===== src/rtl/tp_cj_pkg.sv =====
package tp_cj_pkg;
  typedef enum logic {
    JS_RUN  = 1'b0,
    JS_HOLD = 1'b1
  } jab_state_e;

  function automatic int unsigned cnt_width(input int unsigned max_val);
    return (max_val < 2) ? 1 : $clog2(max_val + 1);
  endfunction
endpackage


===== src/rtl/cj_coll_ext.sv =====
module cj_coll_ext #(
  parameter int unsigned EXT_BITS = 2
) (
  input  logic clk_i,
  input  logic rst_ni,
  input  logic tx_act_i,
  input  logic rx_act_i,
  input  logic link_ok_i,
  input  logic bit_tick_i,
  output logic busy_o
);
  localparam int unsigned CW = tp_cj_pkg::cnt_width(EXT_BITS);
  localparam logic [CW-1:0] RELOAD = CW'(EXT_BITS);

  logic [CW-1:0] cnt_q;

  always_ff @(posedge clk_i or negedge rst_ni) begin
    if (!rst_ni) begin
      cnt_q <= '0;
    end else if (!link_ok_i) begin
      cnt_q <= '0;
    end else if (tx_act_i && rx_act_i) begin
      cnt_q <= RELOAD;
    end else if (bit_tick_i && cnt_q != '0) begin
      cnt_q <= cnt_q - CW'(1);
    end
  end

  assign busy_o = (cnt_q != '0);
endmodule


===== src/rtl/cj_jabber.sv =====
module cj_jabber #(
  parameter int unsigned JAB_CYC   = 6_250_000,
  parameter int unsigned UNJAB_CYC = 62_500_000
) (
  input  logic clk_i,
  input  logic rst_ni,
  input  logic tx_act_i,
  output logic tx_en_o,
  output logic hold_o,
  output logic trip_o
);
  import tp_cj_pkg::*;

  localparam int unsigned MAXC = (JAB_CYC > UNJAB_CYC) ? JAB_CYC : UNJAB_CYC;
  localparam int unsigned CW = cnt_width(MAXC);
  localparam logic [CW-1:0] JAB_LIM   = CW'(JAB_CYC - 1);
  localparam logic [CW-1:0] UNJAB_LIM = CW'(UNJAB_CYC - 1);

  jab_state_e    state_q;
  logic [CW-1:0] cnt_q;

  assign trip_o = (state_q == JS_RUN) && tx_act_i && (cnt_q == JAB_LIM);

  always_ff @(posedge clk_i or negedge rst_ni) begin
    if (!rst_ni) begin
      state_q <= JS_RUN;
      cnt_q   <= '0;
    end else begin
      case (state_q)
        JS_RUN: begin
          if (!tx_act_i) begin
            cnt_q <= '0;
          end else if (cnt_q == JAB_LIM) begin
            state_q <= JS_HOLD;
            cnt_q   <= '0;
          end else begin
            cnt_q <= cnt_q + CW'(1);
          end
        end
        default: begin
          // quiet-time count restarts on any transmit activity
          if (tx_act_i) begin
            cnt_q <= '0;
          end else if (cnt_q == UNJAB_LIM) begin
            state_q <= JS_RUN;
            cnt_q   <= '0;
          end else begin
            cnt_q <= cnt_q + CW'(1);
          end
        end
      endcase
    end
  end

  assign tx_en_o = (state_q == JS_RUN);
  assign hold_o  = (state_q == JS_HOLD);
endmodule


===== src/rtl/cj_link_err.sv =====
module cj_link_err (
  input  logic clk_i,
  input  logic rst_ni,
  input  logic tx_act_i,
  input  logic link_ok_i,
  output logic carrier_lost_o,
  output logic coll_err_o
);
  logic fail_seen_q;

  always_ff @(posedge clk_i or negedge rst_ni) begin
    if (!rst_ni) begin
      fail_seen_q    <= 1'b0;
      carrier_lost_o <= 1'b0;
      coll_err_o     <= 1'b0;
    end else begin
      carrier_lost_o <= tx_act_i && !link_ok_i;
      coll_err_o     <= fail_seen_q && !tx_act_i;
      if (!tx_act_i)       fail_seen_q <= 1'b0;
      else if (!link_ok_i) fail_seen_q <= 1'b1;
    end
  end
endmodule


===== src/rtl/tp_coll_jabber.sv =====
module tp_coll_jabber #(
  parameter int unsigned EXT_BITS  = 2,
  parameter int unsigned JAB_CYC   = 6_250_000,
  parameter int unsigned UNJAB_CYC = 62_500_000
) (
  input  logic clk_i,
  input  logic rst_ni,
  input  logic tx_act_i,
  input  logic rx_act_i,
  input  logic link_ok_i,
  input  logic bit_tick_i,
  input  logic jab_clr_i,
  output logic coll_o,
  output logic tx_en_o,
  output logic jab_flag_o,
  output logic carrier_lost_o,
  output logic coll_err_o,
  output logic xmt_stat_o,
  output logic rcv_stat_o
);
  logic link_q, tx_q, rx_q, flag_q;
  logic ext_busy, jab_hold, jab_trip;

  cj_coll_ext #(.EXT_BITS(EXT_BITS)) u_ext (
    .clk_i     (clk_i),
    .rst_ni    (rst_ni),
    .tx_act_i  (tx_act_i),
    .rx_act_i  (rx_act_i),
    .link_ok_i (link_ok_i),
    .bit_tick_i(bit_tick_i),
    .busy_o    (ext_busy)
  );

  cj_jabber #(.JAB_CYC(JAB_CYC), .UNJAB_CYC(UNJAB_CYC)) u_jab (
    .clk_i   (clk_i),
    .rst_ni  (rst_ni),
    .tx_act_i(tx_act_i),
    .tx_en_o (tx_en_o),
    .hold_o  (jab_hold),
    .trip_o  (jab_trip)
  );

  cj_link_err u_lerr (
    .clk_i         (clk_i),
    .rst_ni        (rst_ni),
    .tx_act_i      (tx_act_i),
    .link_ok_i     (link_ok_i),
    .carrier_lost_o(carrier_lost_o),
    .coll_err_o    (coll_err_o)
  );

  always_ff @(posedge clk_i or negedge rst_ni) begin
    if (!rst_ni) begin
      link_q <= 1'b0;
      tx_q   <= 1'b0;
      rx_q   <= 1'b0;
      flag_q <= 1'b0;
    end else begin
      link_q <= link_ok_i;
      tx_q   <= tx_act_i;
      rx_q   <= rx_act_i;
      if (jab_trip)       flag_q <= 1'b1;
      else if (jab_clr_i) flag_q <= 1'b0;
    end
  end

  assign coll_o     = link_q && (ext_busy || jab_hold);
  assign xmt_stat_o = link_q && tx_q;
  assign rcv_stat_o = link_q && rx_q;
  assign jab_flag_o = flag_q;
endmodule


===== config.mk =====
export PLATFORM = sky130hd
export DESIGN_NAME = tp_coll_jabber
export DESIGN_NICKNAME = d
export VERILOG_FILES = /design/src/rtl/tp_cj_pkg.sv /design/src/rtl/cj_coll_ext.sv /design/src/rtl/cj_jabber.sv /design/src/rtl/cj_link_err.sv /design/src/rtl/tp_coll_jabber.sv
export SDC_FILE = /design/constraint.sdc
export NUM_CORES = 1
export LEC_CHECK = 0
export BUFFER_PORTS_ARGS = -buffer_cell sky130_fd_sc_hd__buf_2
export CAP_MARGIN = 5
export CORE_ASPECT_RATIO = 1.5
export CORE_MARGIN = 4
export CORE_UTILIZATION = 30
export DETAILED_ROUTE_END_ITERATION = 8
export GPL_ROUTABILITY_DRIVEN = 0
export PLACE_DENSITY_LB_ADDON = 0.12
export RECOVER_POWER = 100
export SKIP_CTS_REPAIR_TIMING = 1
export SLEW_MARGIN = 20
export SYNTH_ARGS = -nofsm -noshare
export SYNTH_HDL_FRONTEND = slang
export SYNTH_SLANG_ARGS = --single-unit

===== constraint.sdc =====
create_clock -name clk_i -period 1.8 [get_ports clk_i]
set_clock_uncertainty 0.05 [all_clocks]
set_input_delay 0.27 -clock clk_i [delete_from_list [all_inputs] [get_ports clk_i]]
set_output_delay 0.27 -clock clk_i [all_outputs]
set_load 0.01 [all_outputs]

* Word-level counts from Yosys, hierarchy flattened
Index checks and enable logic that the tools add are counted.
Cells by class: add/subtract/negate cells 2, eq/ne operators 4, mux-type cells 17, bitwise operators 1, reductions and logical operators 14
Operator list (number):
- $mux W26 | 5
- $add A26 B1 Y26 const B | 1
- $eq A26 B23 Y1 const B | 1
- $eq A26 B26 Y1 const B | 1
- $logic_and A1 B1 Y1 | 9
- $mux W1 | 9
- $mux W2 | 3
- $reduce_bool A2 Y1 | 2
- $ne A3 B1 Y1 const B | 1
- $logic_not A1 Y1 | 2
- $ne A2 B2 Y1 const B | 1
- $sub A2 B1 Y2 const B | 1
- $logic_or A1 B1 Y1 | 1
- $not A1 Y1 | 1
Word-level totals: flip-flop bits (word level) 36, input bits 7, output and inout bits 7, word-level logic and storage cells 48

* Logic depth before layout (Yosys ltp)
depth in word-level cells 5, gate-level depth with buffers 6, depth with buffers taken out 6

* By module
Synthesis repeated with hierarchy kept, for this count alone.
Unflattened totals: cell total of the unflattened synthesis 195, area total of the unflattened synthesis 1971.9 um^2
By module, submodules not included:
- cj_jabber | instances 1, cells each 167, area an instance 1607.8 um^2, sequential area each 675.6 um^2
- cj_coll_ext | instances 1, cells each 12, area an instance 132.6 um^2, sequential area each 50.0 um^2
- tp_coll_jabber | instances 1, cells each 9, area an instance 131.4 um^2, sequential area each 100.1 um^2
- cj_link_err | instances 1, cells each 7, area an instance 100.1 um^2, sequential area each 75.1 um^2

* Least setup slack after synthesis
No wires, ideal clock.
path type register to register, from register u_jab.cnt_q[0], to register u_jab.cnt_q[21], setup time 136 ps, arrival 1712 ps, required time 1614 ps, path slack -98 ps, cell stages (with the launch flop) 7, path buffers 1, clock period less this slack 1898 ps, cells stage by stage dfrtp_1 > ha_1 > and3_1 > nand3_1 > o311ai_2 > buf_2 > a22oi_1
On the way: cells in the longest elaborated chain, start to end 4, elaborated cells between the ends (all ways) 8, classes of those cells 1 x add/sub; 2 x eq/ne; 5 x mux
RTL lines:
- start: declaration | line cj_jabber.sv:20 | logic [CW-1:0] cnt_q;
- start signal: assignment | line cj_jabber.sv:37 | cnt_q <= cnt_q + CW'(1);
- start signal: assignment | line cj_jabber.sv:48 | cnt_q <= cnt_q + CW'(1);
- $add A26 B1 Y26, or another cell as far along | line cj_jabber.sv:37, cj_jabber.sv:48
- $mux W26, on equally long branches | line cj_jabber.sv:33, cj_jabber.sv:44
- $mux W26, on equally long branches | line cj_jabber.sv:31, cj_jabber.sv:42
- $mux W26 * | line cj_jabber.sv:29 | case (state_q)
Every way passes the cells marked *; elsewhere a longest branch is shown, timed or not. A chain may end at the register's enable or synchronous reset.

* Worst setup path after layout
from register u_jab.cnt_q[13], to register u_jab.cnt_q[16]
Same word-level chain as after synthesis.

==> impl_metrics.ini <==
[outcome]
status = finished, violations left
violations = negative setup slack

[timing]
fmax_mhz = 545
finalHoldViolCount = 0
slew_headroom_pct = 21.5
fin_crit_ns = 1.84
setup-tns-final_ns = -0.318
tightest_slew_ns = 1.18
finalCritPeriodShare_pct = 102
slew_viol_final = 0
setup_viol_count_final = 19
rsz0062_at_grt = yes
setup_slack_ns = -0.0357

[cts]
tritoncts = done
clock_latency_ns = 0.29
clock_sinks = 36
cts_buffers = 5
cts.path.max_buffers = 2
h-tree-depth = 2
clock-root-buffer = clkbuf_8
path_clk_slew_ns = 0.08

[grt]
grt_overflow = 0
grt_use_total_pct = 14.7
antenna_found_initial = 0
grt_pass1_wl_mm = 8.62
grt_max_degree = 27
grt_pass1_vias = 1789

[logic_synthesis]
synth_cells = 186
syn_avg_cell_area_sq_um = 10.2
netlist_area_sq_um = 1900
yosysSeqAreaShare_pct = 47.5
syn_nets = 195
ys_ff_latch = 36
yosysUniqueCellTypes = 35
yosys_warnings = 0

[power_and_ir_drop]
ir_drop_v = 0.000250
powerDensity_nw_per_um2 = 662
p_leak_nw = 1.07

[floorplan]
die-area_sq_um = 7680
core_sq_um = 6130
die_h_um = 105
die_w_um = 72.9
rows = 35
io_pins = 14
start_util_pct = 30.9

[cells_and_area]
drive_gt1_share_pct = 26.6
layout.cells.most_common = buf_4
fin_nets = 252
finish.utilization_pct = 40.8
fin_cells = 318
antennaDiodeCount = 0
final_cell_area_sq_um = 2500
final_cell_mix = buf_4, dfrtp_1, a21oi_1
area_growth_pct = 32.1

[critical_path]
reg2reg_to = u_jab.cnt_q[16]
start_kind = flop
max_stage_delay_ns = 0.57
end_kind = flop
r2r-start = u_jab.cnt_q[13]
ff2ff_setup_slack_ns = -0.04
path_cells = or4_4 > o311ai_4 > buf_12 > a22oi_1
crit_required_ns = 1.92
cp_slowest_cell = or4_4
worstPathArrival_ns = 1.95
reg2reg_depth = 4
path_class = reg -> reg
path_max_fanout = 26

[detailed_routing]
drc_errors = 0
wl_per_cell_um = 16.5
dr.first_iter.drc_count = 39
dr.pass1.iters = 4
antenna_left = 0
wl_mm = 5.24
vias = 1645
avgViaCountPerCell = 5.17

[job]
cap_violations = 0

[min_path]
hp-start = rx_act_i
hold_class = in -> reg
holdPathEnd = rx_q
hold_depth = 1

[placement]
place_ws_ns = -0.0658
portBuffers = 13
post-dp-hpwl_mm = 3.97
post_dp_cell_area_sq_um = 2350
dp_cells = 308
[layer usage]
metal	part of all wire, %	vias to the layer above	GRT usage (%)	wire, um
li1	-	810	-	-
met1	38	800	14.2	1990
met2	56	25	28.6	2940
met3	3.0	10	2.96	159
met4	2.7	0	6.33	141
met5	0	-	0	0
[power breakdown]
part | leakage (nW) | switching (mW) | internal, mW
clock network | 0.0552 | 0.305 | 0.411
logic | 0.536 | 0.0645 | 0.0439
registers | 0.482 | 0.00806 | 0.825
total | 1.07 | 0.377 | 1.28
[cells by family (layout without fill, tap and decap cells)]
kind of cell	count (synthesis)	after routing	share of synthesized area [%]
AO/OA/AOI/OAI	46	46	16.7
adder cells (fa/ha/maj)	2	2	1.32
flip-flops	36	36	47.5
XOR/XNOR	14	14	6.47
buffers and inverters	15	73	4.75
AND/OR/NAND/NOR	73	73	23.2
[state kept, by name (all words and copies together), names as in the netlist]
| signal | cells |
|---|---|
| u_jab.hold_o | 1 |
| u_ext.cnt_q | 2 |
| u_lerr.carrier_lost_o | 1 |
| u_lerr.coll_err_o | 1 |
| jab_flag_o | 1 |
| rx_q | 1 |
| tx_q | 1 |
| link_q | 1 |
| u_jab.cnt_q | 26 |
| u_lerr.fail_seen_q | 1 |
[metrics by stage]
stage	power (mW)	hold slack [ns]
after CTS	1.68	-0.112
after global placement	0.955	0.201
after global routing	1.72	0.0562
after floorplan	0.893	-0.0756
after detailed placement	0.961	0.207
final	1.66	0.0618
[synthesized netlist by cell type]
master	count	area share, %
o21ai_0	9	2.4
nor4bb_1	1	0.53
ha_1	2	1.3
buf_2	2	0.53
and4_1	6	2.8
a32o_1	1	0.53
nor3_1	5	1.3
o311ai_2	1	0.86
nand4_1	9	3.0
nor2b_1	2	0.66
or3_4	1	0.59
a22oi_1	11	4.4
and2_1	4	1.3
nand2_1	13	2.6
xor2_1	6	2.8
a21boi_0	3	1.2
o31ai_1	4	1.6
o311ai_4	1	1.4
nor2_1	3	0.59
clkbuf_1	1	0.20
dfrtp_1	36	48
or3_1	7	2.3
or4_1	3	1.2
nand3b_1	1	0.40
inv_1	7	1.4
nor4_1	2	0.66
o2bb2ai_1	1	0.46
a21oi_1	15	4.0
xnor2_1	8	3.7
nand3_1	7	1.8
buf_6	4	2.4
and3_1	6	2.0
nor4b_1	2	0.92
clkbuf_2	1	0.26
or4_4	1	0.59
[worst max-delay path, delay by kind of cell (launching register included)]
kind / cells / cell delay, ns
compound gates: 2 / 0.44
simple gates: 1 / 0.57
flops: 1 / 0.43
buf+inv: 1 / 0.22
[layout make-up]
| type | instances | area, sq um |
|---|---|---|
| fill | 640 | 3630 |
| timing repair buffer | 58 | 417 |
| inverter | 7 | 26.3 |
| multi-input combinational | 135 | 958 |
| clock inverter | 2 | 35.0 |
| tap | 74 | 92.6 |
| sequential | 36 | 902 |
| clock buffer | 6 | 72.6 |
[worst max-delay path by stage]
stage | from | end | slack, ns | cells after the start
floorplan | u_jab.cnt_q[13] | u_jab.cnt_q[21] | -0.02 | 4
global placement | u_jab.cnt_q[7] | u_jab.cnt_q[22] | -0.1 | 5
detailed placement | u_jab.cnt_q[14] | u_jab.cnt_q[25] | -0.07 | 5
CTS | u_jab.cnt_q[14] | u_jab.cnt_q[25] | -0.10 | 5
global route | u_jab.cnt_q[7] | u_jab.cnt_q[25] | -0.12 | 4
finish | u_jab.cnt_q[13] | u_jab.cnt_q[16] | -0.04 | 4
(Power assumes the default switching activity.)
